`src/rtl/i2c_host_pkg.sv`:
```
package i2c_host_pkg;
  localparam logic [7:0]  OFS_CMD  = 8'h00;
  localparam logic [7:0]  OFS_MODE = 8'h04;
  localparam logic [7:0]  OFS_STAT = 8'h20;
  localparam logic [7:0]  OFS_RXD  = 8'h30;
  localparam logic [7:0]  OFS_TXD  = 8'h34;
  localparam logic [7:0]  OFS_KEY  = 8'hE4;
  localparam logic [23:0] KEY_VAL  = 24'h545749;

  typedef enum logic [2:0] {
    ST_IDLE, ST_START, ST_BIT, ST_ACK, ST_HOLD, ST_STOP
  } eng_state_t;
endpackage

```
`src/rtl/i2c_host_tick.sv`:
```
module i2c_host_tick #(
  parameter int QDIV = 4
) (
  input  logic clk,
  input  logic rst_n,
  input  logic run,
  output logic tick
);
  localparam int CW = (QDIV > 1) ? $clog2(QDIV) : 1;

  logic [CW-1:0] cnt_q, cnt_d;

  always_comb begin
    tick  = run && (cnt_q == CW'(QDIV - 1));
    cnt_d = cnt_q + 1'b1;
    if (!run || tick) cnt_d = '0;
  end

  always_ff @(posedge clk or negedge rst_n) begin
    if (!rst_n) cnt_q <= '0;
    else        cnt_q <= cnt_d;
  end
endmodule

```
`src/rtl/i2c_host_engine.sv`:
```
module i2c_host_engine
  import i2c_host_pkg::*;
(
  input  logic       clk,
  input  logic       rst_n,
  input  logic       clr,
  input  logic       tick,
  input  logic       go,
  input  logic       rd_mode,
  input  logic [6:0] dev_addr,
  input  logic       tx_valid,
  input  logic [7:0] tx_byte,
  input  logic       stop_req,
  input  logic       sda_in,
  output logic       busy,
  output logic       tx_take,
  output logic       rx_push,
  output logic [7:0] rx_byte,
  output logic       nack_evt,
  output logic       done,
  output logic       scl_oe,
  output logic       sda_oe
);
  eng_state_t st_q, st_d;
  logic [1:0] ph_q, ph_d;
  logic [2:0] bcnt_q, bcnt_d;
  logic [7:0] sh_q, sh_d;
  logic       is_addr_q, is_addr_d, rd_q, rd_d;
  logic       nout_q, nout_d, abad_q, abad_d;
  logic       rd_data, last_q;

  assign rd_data = rd_q && !is_addr_q;
  assign last_q  = tick && (ph_q == 2'd3);
  assign busy    = (st_q != ST_IDLE);
  assign rx_byte = sh_q;

  always_comb begin
    st_d = st_q; ph_d = ph_q; bcnt_d = bcnt_q; sh_d = sh_q;
    is_addr_d = is_addr_q; rd_d = rd_q; nout_d = nout_q; abad_d = abad_q;
    tx_take = 1'b0; rx_push = 1'b0; nack_evt = 1'b0; done = 1'b0;
    if (busy && tick) ph_d = ph_q + 2'd1;
    case (st_q)
      ST_IDLE: if (go) begin
        st_d = ST_START; ph_d = '0; sh_d = {dev_addr, rd_mode};
        rd_d = rd_mode; is_addr_d = 1'b1;
      end
      ST_START: if (last_q) begin
        st_d = ST_BIT; bcnt_d = 3'd7;
      end
      ST_BIT: if (tick) begin
        if (ph_q == 2'd1 && rd_data) sh_d = {sh_q[6:0], sda_in};
        if (ph_q == 2'd3) begin
          if (!rd_data) sh_d = {sh_q[6:0], 1'b0};
          if (bcnt_q == 3'd0) begin
            st_d = ST_ACK; nout_d = stop_req; rx_push = rd_data;
          end else bcnt_d = bcnt_q - 3'd1;
        end
      end
      ST_ACK: if (tick) begin
        if (ph_q == 2'd1) abad_d = sda_in;
        if (ph_q == 2'd3) begin
          bcnt_d = 3'd7;
          if (rd_data) st_d = nout_q ? ST_STOP : ST_BIT;
          else if (abad_q) begin
            nack_evt = 1'b1; st_d = ST_STOP;
          end else if (is_addr_q && rd_q) begin
            st_d = ST_BIT; is_addr_d = 1'b0;
          end else if (stop_req) st_d = ST_STOP;
          else if (tx_valid) begin
            st_d = ST_BIT; sh_d = tx_byte; tx_take = 1'b1; is_addr_d = 1'b0;
          end else begin
            st_d = ST_HOLD; is_addr_d = 1'b0;
          end
        end
      end
      ST_HOLD: begin
        ph_d = '0;
        if (tick) begin
          if (stop_req) st_d = ST_STOP;
          else if (tx_valid) begin
            st_d = ST_BIT; sh_d = tx_byte; tx_take = 1'b1; bcnt_d = 3'd7;
          end
        end
      end
      ST_STOP: if (last_q) begin
        st_d = ST_IDLE; done = 1'b1;
      end
      default: st_d = ST_IDLE;
    endcase
    if (clr) begin
      st_d = ST_IDLE; ph_d = '0;
      tx_take = 1'b0; rx_push = 1'b0; nack_evt = 1'b0; done = 1'b0;
    end
  end

  always_comb begin
    scl_oe = 1'b0;
    sda_oe = 1'b0;
    case (st_q)
      ST_START: begin scl_oe = (ph_q == 2'd3); sda_oe = (ph_q != 2'd0); end
      ST_BIT: begin
        scl_oe = (ph_q == 2'd0) || (ph_q == 2'd3);
        sda_oe = rd_data ? 1'b0 : !sh_q[7];
      end
      ST_ACK: begin
        scl_oe = (ph_q == 2'd0) || (ph_q == 2'd3);
        sda_oe = rd_data ? !nout_q : 1'b0;
      end
      ST_HOLD: scl_oe = 1'b1;
      ST_STOP: begin scl_oe = (ph_q == 2'd0); sda_oe = (ph_q <= 2'd1); end
      default: ;
    endcase
  end

  always_ff @(posedge clk or negedge rst_n) begin
    if (!rst_n) begin
      st_q <= ST_IDLE; ph_q <= '0; bcnt_q <= '0; sh_q <= '0;
      is_addr_q <= 1'b0; rd_q <= 1'b0; nout_q <= 1'b0; abad_q <= 1'b0;
    end else begin
      st_q <= st_d; ph_q <= ph_d; bcnt_q <= bcnt_d; sh_q <= sh_d;
      is_addr_q <= is_addr_d; rd_q <= rd_d; nout_q <= nout_d; abad_q <= abad_d;
    end
  end
endmodule

```
`src/rtl/i2c_host_ctrl.sv`:
```
module i2c_host_ctrl
  import i2c_host_pkg::*;
#(
  parameter int QDIV = 4
) (
  input  logic        clk,
  input  logic        rst_n,
  input  logic        bus_wr,
  input  logic        bus_rd,
  input  logic [7:0]  bus_addr,
  input  logic [31:0] bus_wdata,
  output logic [31:0] bus_rdata,
  input  logic        sda_in,
  output logic        scl_oe,
  output logic        sda_oe
);
  logic       unlock_q, unlock_d, men_q, men_d, rdm_q, rdm_d;
  logic [6:0] dev_q, dev_d;
  logic [7:0] txh_q, txh_d, rxh_q, rxh_d;
  logic       txv_q, txv_d, rxv_q, rxv_d, nack_q, nack_d;
  logic       cmpl_q, cmpl_d, stopr_q, stopr_d;
  logic       wr_ok, wr_cmd, swrst, go, tick;
  logic       eng_busy, eng_tx_take, eng_rx_push, eng_nack, eng_done;
  logic [7:0] eng_rx_byte;

  assign wr_ok  = bus_wr && unlock_q;
  assign wr_cmd = wr_ok && (bus_addr == OFS_CMD);
  assign swrst  = wr_cmd && bus_wdata[7];
  assign go     = !eng_busy && men_q && !swrst &&
                  ((wr_cmd && bus_wdata[0] && rdm_q) ||
                   (wr_ok && (bus_addr == OFS_TXD) && !rdm_q));

  i2c_host_tick #(.QDIV(QDIV)) u_tick (
    .clk(clk), .rst_n(rst_n), .run(eng_busy), .tick(tick)
  );

  i2c_host_engine u_eng (
    .clk(clk), .rst_n(rst_n), .clr(swrst), .tick(tick), .go(go),
    .rd_mode(rdm_q), .dev_addr(dev_q), .tx_valid(txv_q), .tx_byte(txh_q),
    .stop_req(stopr_q), .sda_in(sda_in), .busy(eng_busy),
    .tx_take(eng_tx_take), .rx_push(eng_rx_push), .rx_byte(eng_rx_byte),
    .nack_evt(eng_nack), .done(eng_done), .scl_oe(scl_oe), .sda_oe(sda_oe)
  );

  always_comb begin
    unlock_d = unlock_q; men_d = men_q; rdm_d = rdm_q; dev_d = dev_q;
    txh_d = txh_q; txv_d = txv_q; rxh_d = rxh_q; rxv_d = rxv_q;
    nack_d = nack_q; cmpl_d = cmpl_q; stopr_d = stopr_q;
    if (bus_wr && (bus_addr == OFS_KEY)) unlock_d = (bus_wdata[31:8] == KEY_VAL);
    if (swrst) begin
      men_d = 1'b0; txv_d = 1'b0; rxv_d = 1'b0; nack_d = 1'b0;
      cmpl_d = 1'b1; stopr_d = 1'b0;
    end else begin
      if (wr_cmd && bus_wdata[2]) men_d = 1'b1;
      if (wr_cmd && bus_wdata[1] && eng_busy) stopr_d = 1'b1;
      if (wr_ok && (bus_addr == OFS_MODE)) begin
        dev_d = bus_wdata[22:16];
        rdm_d = bus_wdata[12];
      end
      if (eng_tx_take) txv_d = 1'b0;
      if (go) cmpl_d = 1'b0;
      if (eng_done) begin
        cmpl_d = 1'b1; stopr_d = 1'b0; txv_d = 1'b0;
      end
      if (wr_ok && (bus_addr == OFS_TXD)) begin
        txh_d = bus_wdata[7:0];
        txv_d = 1'b1;
      end
      if (bus_rd && (bus_addr == OFS_RXD)) rxv_d = 1'b0;
      if (eng_rx_push) begin
        rxv_d = 1'b1; rxh_d = eng_rx_byte;
      end
      if (bus_rd && (bus_addr == OFS_STAT)) nack_d = 1'b0;
      if (eng_nack) nack_d = 1'b1;
    end
  end

  always_comb begin
    bus_rdata = '0;
    case (bus_addr)
      OFS_STAT: begin
        bus_rdata[8] = nack_q; bus_rdata[2] = !txv_q;
        bus_rdata[1] = rxv_q;  bus_rdata[0] = cmpl_q;
      end
      OFS_MODE: begin
        bus_rdata[22:16] = dev_q; bus_rdata[12] = rdm_q;
      end
      OFS_RXD: bus_rdata[7:0] = rxh_q;
      default: ;
    endcase
  end

  always_ff @(posedge clk or negedge rst_n) begin
    if (!rst_n) begin
      unlock_q <= 1'b0; men_q <= 1'b0; rdm_q <= 1'b0; dev_q <= '0;
      txh_q <= '0; txv_q <= 1'b0; rxh_q <= '0; rxv_q <= 1'b0;
      nack_q <= 1'b0; cmpl_q <= 1'b1; stopr_q <= 1'b0;
    end else begin
      unlock_q <= unlock_d; men_q <= men_d; rdm_q <= rdm_d; dev_q <= dev_d;
      txh_q <= txh_d; txv_q <= txv_d; rxh_q <= rxh_d; rxv_q <= rxv_d;
      nack_q <= nack_d; cmpl_q <= cmpl_d; stopr_q <= stopr_d;
    end
  end
endmodule

```
`config.mk`:
```
export PLATFORM = sky130hd
export DESIGN_NAME = i2c_host_ctrl
export DESIGN_NICKNAME = d
export VERILOG_FILES = /design/src/rtl/i2c_host_pkg.sv /design/src/rtl/i2c_host_tick.sv /design/src/rtl/i2c_host_engine.sv /design/src/rtl/i2c_host_ctrl.sv
export SDC_FILE = /design/constraint.sdc
export NUM_CORES = 1
export LEC_CHECK = 0
export BUFFER_PORTS_ARGS = -buffer_cell sky130_fd_sc_hd__buf_4
export CORE_UTILIZATION = 41
export CTS_BUF_LIST = sky130_fd_sc_hd__clkbuf_16
export DETAILED_ROUTE_END_ITERATION = 16
export GPL_TIMING_DRIVEN = 0
export PLACE_DENSITY = 0.66
export RECOVER_POWER = 50
export SETUP_SLACK_MARGIN = 0.3
export SLEW_MARGIN = 20
export SYNTH_ARGS = -nofsm -noshare
export SYNTH_HDL_FRONTEND = slang
export SYNTH_SLANG_ARGS = --single-unit
export TNS_END_PERCENT = 1
```
`constraint.sdc`:
```
create_clock -name clk -period 1.95 [get_ports clk]
set_input_delay 0.195 -clock clk [delete_from_list [all_inputs] [get_ports clk]]
set_output_delay 0.195 -clock clk [all_outputs]
set_load 0.05 [all_outputs]
```
==> key figures <==
Clock network
  • Largest buffer count on any clock path: 2
  • H-tree levels: 2
  • CTS tree: built
  • Worst-skew pair later-pin latency: 0.29 ns
  • Clock tree sinks: 53
  • Root buffer cell: clkbuf_16
  • Worst-path clk slew: 0.07 ns
  • TritonCTS buffer count: 5

GRT
  • Vias in the first global route: 2992
  • First-pass GRT wire length: 15180 um
  • Largest net degree at the start of global routing: 54
  • Grt ovf: 0
  • GRT Overall Usage: 22.18%
  • Initial antenna violation count: 0

Yosys
  • Dominant cells by area after synthesis: dfrtp_1, mux2_2, nor2b_1, a21oi_1, buf_4
  • Asr flop ratio synth: 100.0%
  • Register area share after synthesis: 37.85%
  • Synth Warn #: 0
  • Synth top area share: 37.10%
  • Ys flop type: dfrtp_1
  • Yosys cell types: 68
  • Seq cells post-synth: 53
  • Gate Count Post-Synth: 378
  • Post-synth EDFFs: 0
  • Cell taking the most area after synthesis: dfrtp_1
  • Synthesized area: 0.003507 mm2
  • Synthesized area per cell: 9.278 um2

Place
  • Routability cong.: 0.9176
  • Number of port buffers: 63
  • Hpwl dp: 7048 um
  • Dpl cells: 560

Critical path
  • Worst EP required: 2.12 ns
  • CP endpoint kind: register
  • CP startpoint kind: register
  • Critical Path AT: 2.09 ns
  • Largest fanout on the critical path: 10
  • R2R Setup Slk: 0.02 ns
  • R2R depth: 7
  • R2R Path End: u_eng.rx_byte[1]
  • Crit path kind: register to register
  • R2r startpoint: u_eng.st_q[2]
  • CP Launch Point: u_eng.st_q[2]

Routing
  • Initial drt markers: 202
  • Post-route DRC: 0
  • Post-Route M1 WL: 4559 um
  • DRT Pass-1 Iters: 6
  • Wire per inst: 16.75 um
  • Highest metal used: met4
  • Post-DRT Antenna Nets: 0
  • DR vias/cell: 5.548
  • Via Count: 3268
  • Final wirelength: 9866 um
  • WL met2: 4574 um
  • Met3 Routed Length: 638 um

STA
  • Final Hold Fails: 0
  • F_max: 519.5 MHz
  • Measured slew at the worst slew-check pin: 1.290 ns
  • Worst Clk Skew: 0.005973 ns
  • Max Transition Viols Final: 0
  • RSZ-0062 raised after global routing: true
  • Crit share post-route: 98.72%
  • Setup violations, final: 0
  • Fin crit period: 1.925 ns
  • Slew headroom: 14.01%
  • Post-route setup TNS: 0 ns

Die
  • Die area: 0.008927 mm2
  • Die X: 94.49 um
  • Die H: 94.49 um
  • I/O pins: 79
  • Initial Utilization: 42.47%
  • # rows: 33
  • Core area: 0.008258 mm2

Pwr
  • Cell Pwr Density: 434.4 mW/mm2
  • Max IR drop VDD: 0.3037 mV
  • Leak: 2.312 nW

Worst hold path
  • Hold Path Sink: txh_q[6]
  • Hold Crit Start: bus_wdata[6]
  • Hold Path Stages: 2
  • Hold WC Path Type: primary input to register

Finish
  • Multi-input logic area: 0.002401 mm2
  • Share of layout cells above drive strength 1: 45.04%
  • Fill cells: 721
  • Non-filler cells, final: 589
  • Nets: 534
  • Synth-to-Final Area Change: 44.45%
  • Final Util: 61.35%
  • Register area: 0.001331 mm2
  • N_diodes: 0

Job
  • Maxcap violations: 0

Outcome
  • Outcome: completed
Yosys cell counts, types with 2 or more instances:
cell type  count
nand4_1        5
o2bb2ai_1      7
o21a_1         2
buf_4         15
nand2_1       28
nand3b_1       2
a221oi_1       2
o21ai_0       15
mux2_2        19
buf_6          2
ha_1           6
o22ai_1        2
or3_1          3
clkbuf_1      11
o211ai_1       2
nor2_1        17
nand3_1        8
mux2i_1        8
a211o_1        2
and2_1        11
inv_1         14
nor4bb_1       3
and3_1         8
nand2b_1       6
dfrtp_1       52
nor2b_1       24
a31oi_1        5
nor4b_1        2
buf_2          3
or4_1          5
a211oi_1      10
mux2_1         5
o32ai_1        2
a21oi_1       24
nor3_1         7
and2b_2        2
nor3b_1        2
nor4_1         7
flip-flops by register name, summed over array words and instances (netlist names), 2 cells and up:
name / count
rxh_q: 8
dev_q: 7
u_eng.ph_q: 2
u_tick.cnt_q: 2
u_eng.bcnt_q: 3
u_eng.rx_byte: 8
txh_q: 8
u_eng.st_q: 3
worst max-delay path by stage:
stage / to / slack [ns] / depth (start not counted)
finish: u_eng.rx_byte[1] / 0.02 / 7
global route: u_eng.st_q[0] / -0.03 / 7
CTS: u_eng.st_q[0] / 0.05 / 6
detailed placement: u_eng.st_q[2] / -0.52 / 6
global placement: u_eng.rx_byte[7] / -0.44 / 7
floorplan: u_eng.st_q[1] / 0.04 / 5
timing repair:
item,4_1_cts,5_1_grt
pin swaps,9,32
hold endpoints to repair,52,0
endpoints found under the setup margin,68,70
gates cloned,0,1
hold buffers,1,0
buffers inserted,14,5
gates resized for setup,47,103
stage by stage:
stage / total power [mW] / instance area, um2 / setup WS, ns / hold WS [ns]
floorplan: 1.231 / 3601 / 0.04283 / -0.1006
global placement: 1.336 / 4205 / -0.4388 / 0.2756
detailed placement: 1.338 / 4205 / -0.5155 / 0.2797
CTS: 2.204 / 4656 / 0.05172 / 0.1116
global route: 2.280 / 5066 / -0.02909 / 0.1293
finish: 2.201 / 5066 / 0.02495 / 0.1299
worst max-delay path, cell delays in order (launching register included):
cell	delay (ns)
dfrtp_1	0.40
buf_6	0.15
and2_4	0.16
buf_6	0.11
a2111o_1	0.38
a22oi_4	0.26
nand3_4	0.18
o2bb2ai_2	0.16
power breakdown:
| group | internal (mW) | leakage [nW] | total (mW) | switching, mW |
|---|---|---|---|---|
| Combinational | 0.0937 | 1.57 | 0.227 | 0.133 |
| Clock | 0.472 | 0.0672 | 0.872 | 0.401 |
| Sequential | 1.10 | 0.678 | 1.10 | 0.00207 |
routing by layer:
| metal | global-route usage, % | up-vias |
|---|---|---|
| met5 | 0 | - |
| met4 | 4.419 | 0 |
| met3 | 4.187 | 13 |
| met2 | 35.87 | 141 |
| met1 | 31.04 | 1547 |
| li1 | - | 1567 |
layout by cell type (no fill, tap or decap), types with 4 or more instances in the layout:
master and n:
dfrtp_1 49, clkbuf_2 4, nand2b_1 5, o2bb2ai_2 6
clkbuf_16 5, nor2_1 16, nand2_1 25, mux2_4 8
nor2b_1 23, conb_1 15, a31oi_1 4, nor4_4 4
o21ai_0 13, inv_1 13, and3_1 6, mux2_2 13
and2_4 11, buf_6 11, nand3_1 7, mux2i_1 7
nand4_1 5, buf_8 11, or4_4 4, buf_4 84
a211oi_1 10, a21oi_1 22
kinds of logic (layout without fill, tap and decap cells):
family	Yosys count	count (layout)	share of synthesized area (%)
AND/OR/NAND/NOR	153	154	26.15
AO/OA/AOI/OAI	85	85	16.30
flip-flops	53	53	37.85
buffers and inverters	47	138	7.206
multiplexers	32	32	9.989
adder cells (fa/ha/maj)	6	6	2.141
other	1	15	0.1069
XOR/XNOR	1	1	0.2498
layout make-up:
| class | count | area share, % |
|---|---|---|
| Inverter | 14 | 1.037 |
| Clock inverter | 3 | 0.3705 |
| Sequential cell | 53 | 26.28 |
| Clock buffer | 5 | 2.470 |
| Buffer | 33 | 5.853 |
| Tap cell | 105 | 2.593 |
| Timing Repair Buffer | 83 | 14.00 |
| Multi-Input combinational cell | 293 | 47.39 |
(Power assumes the default switching activity.)
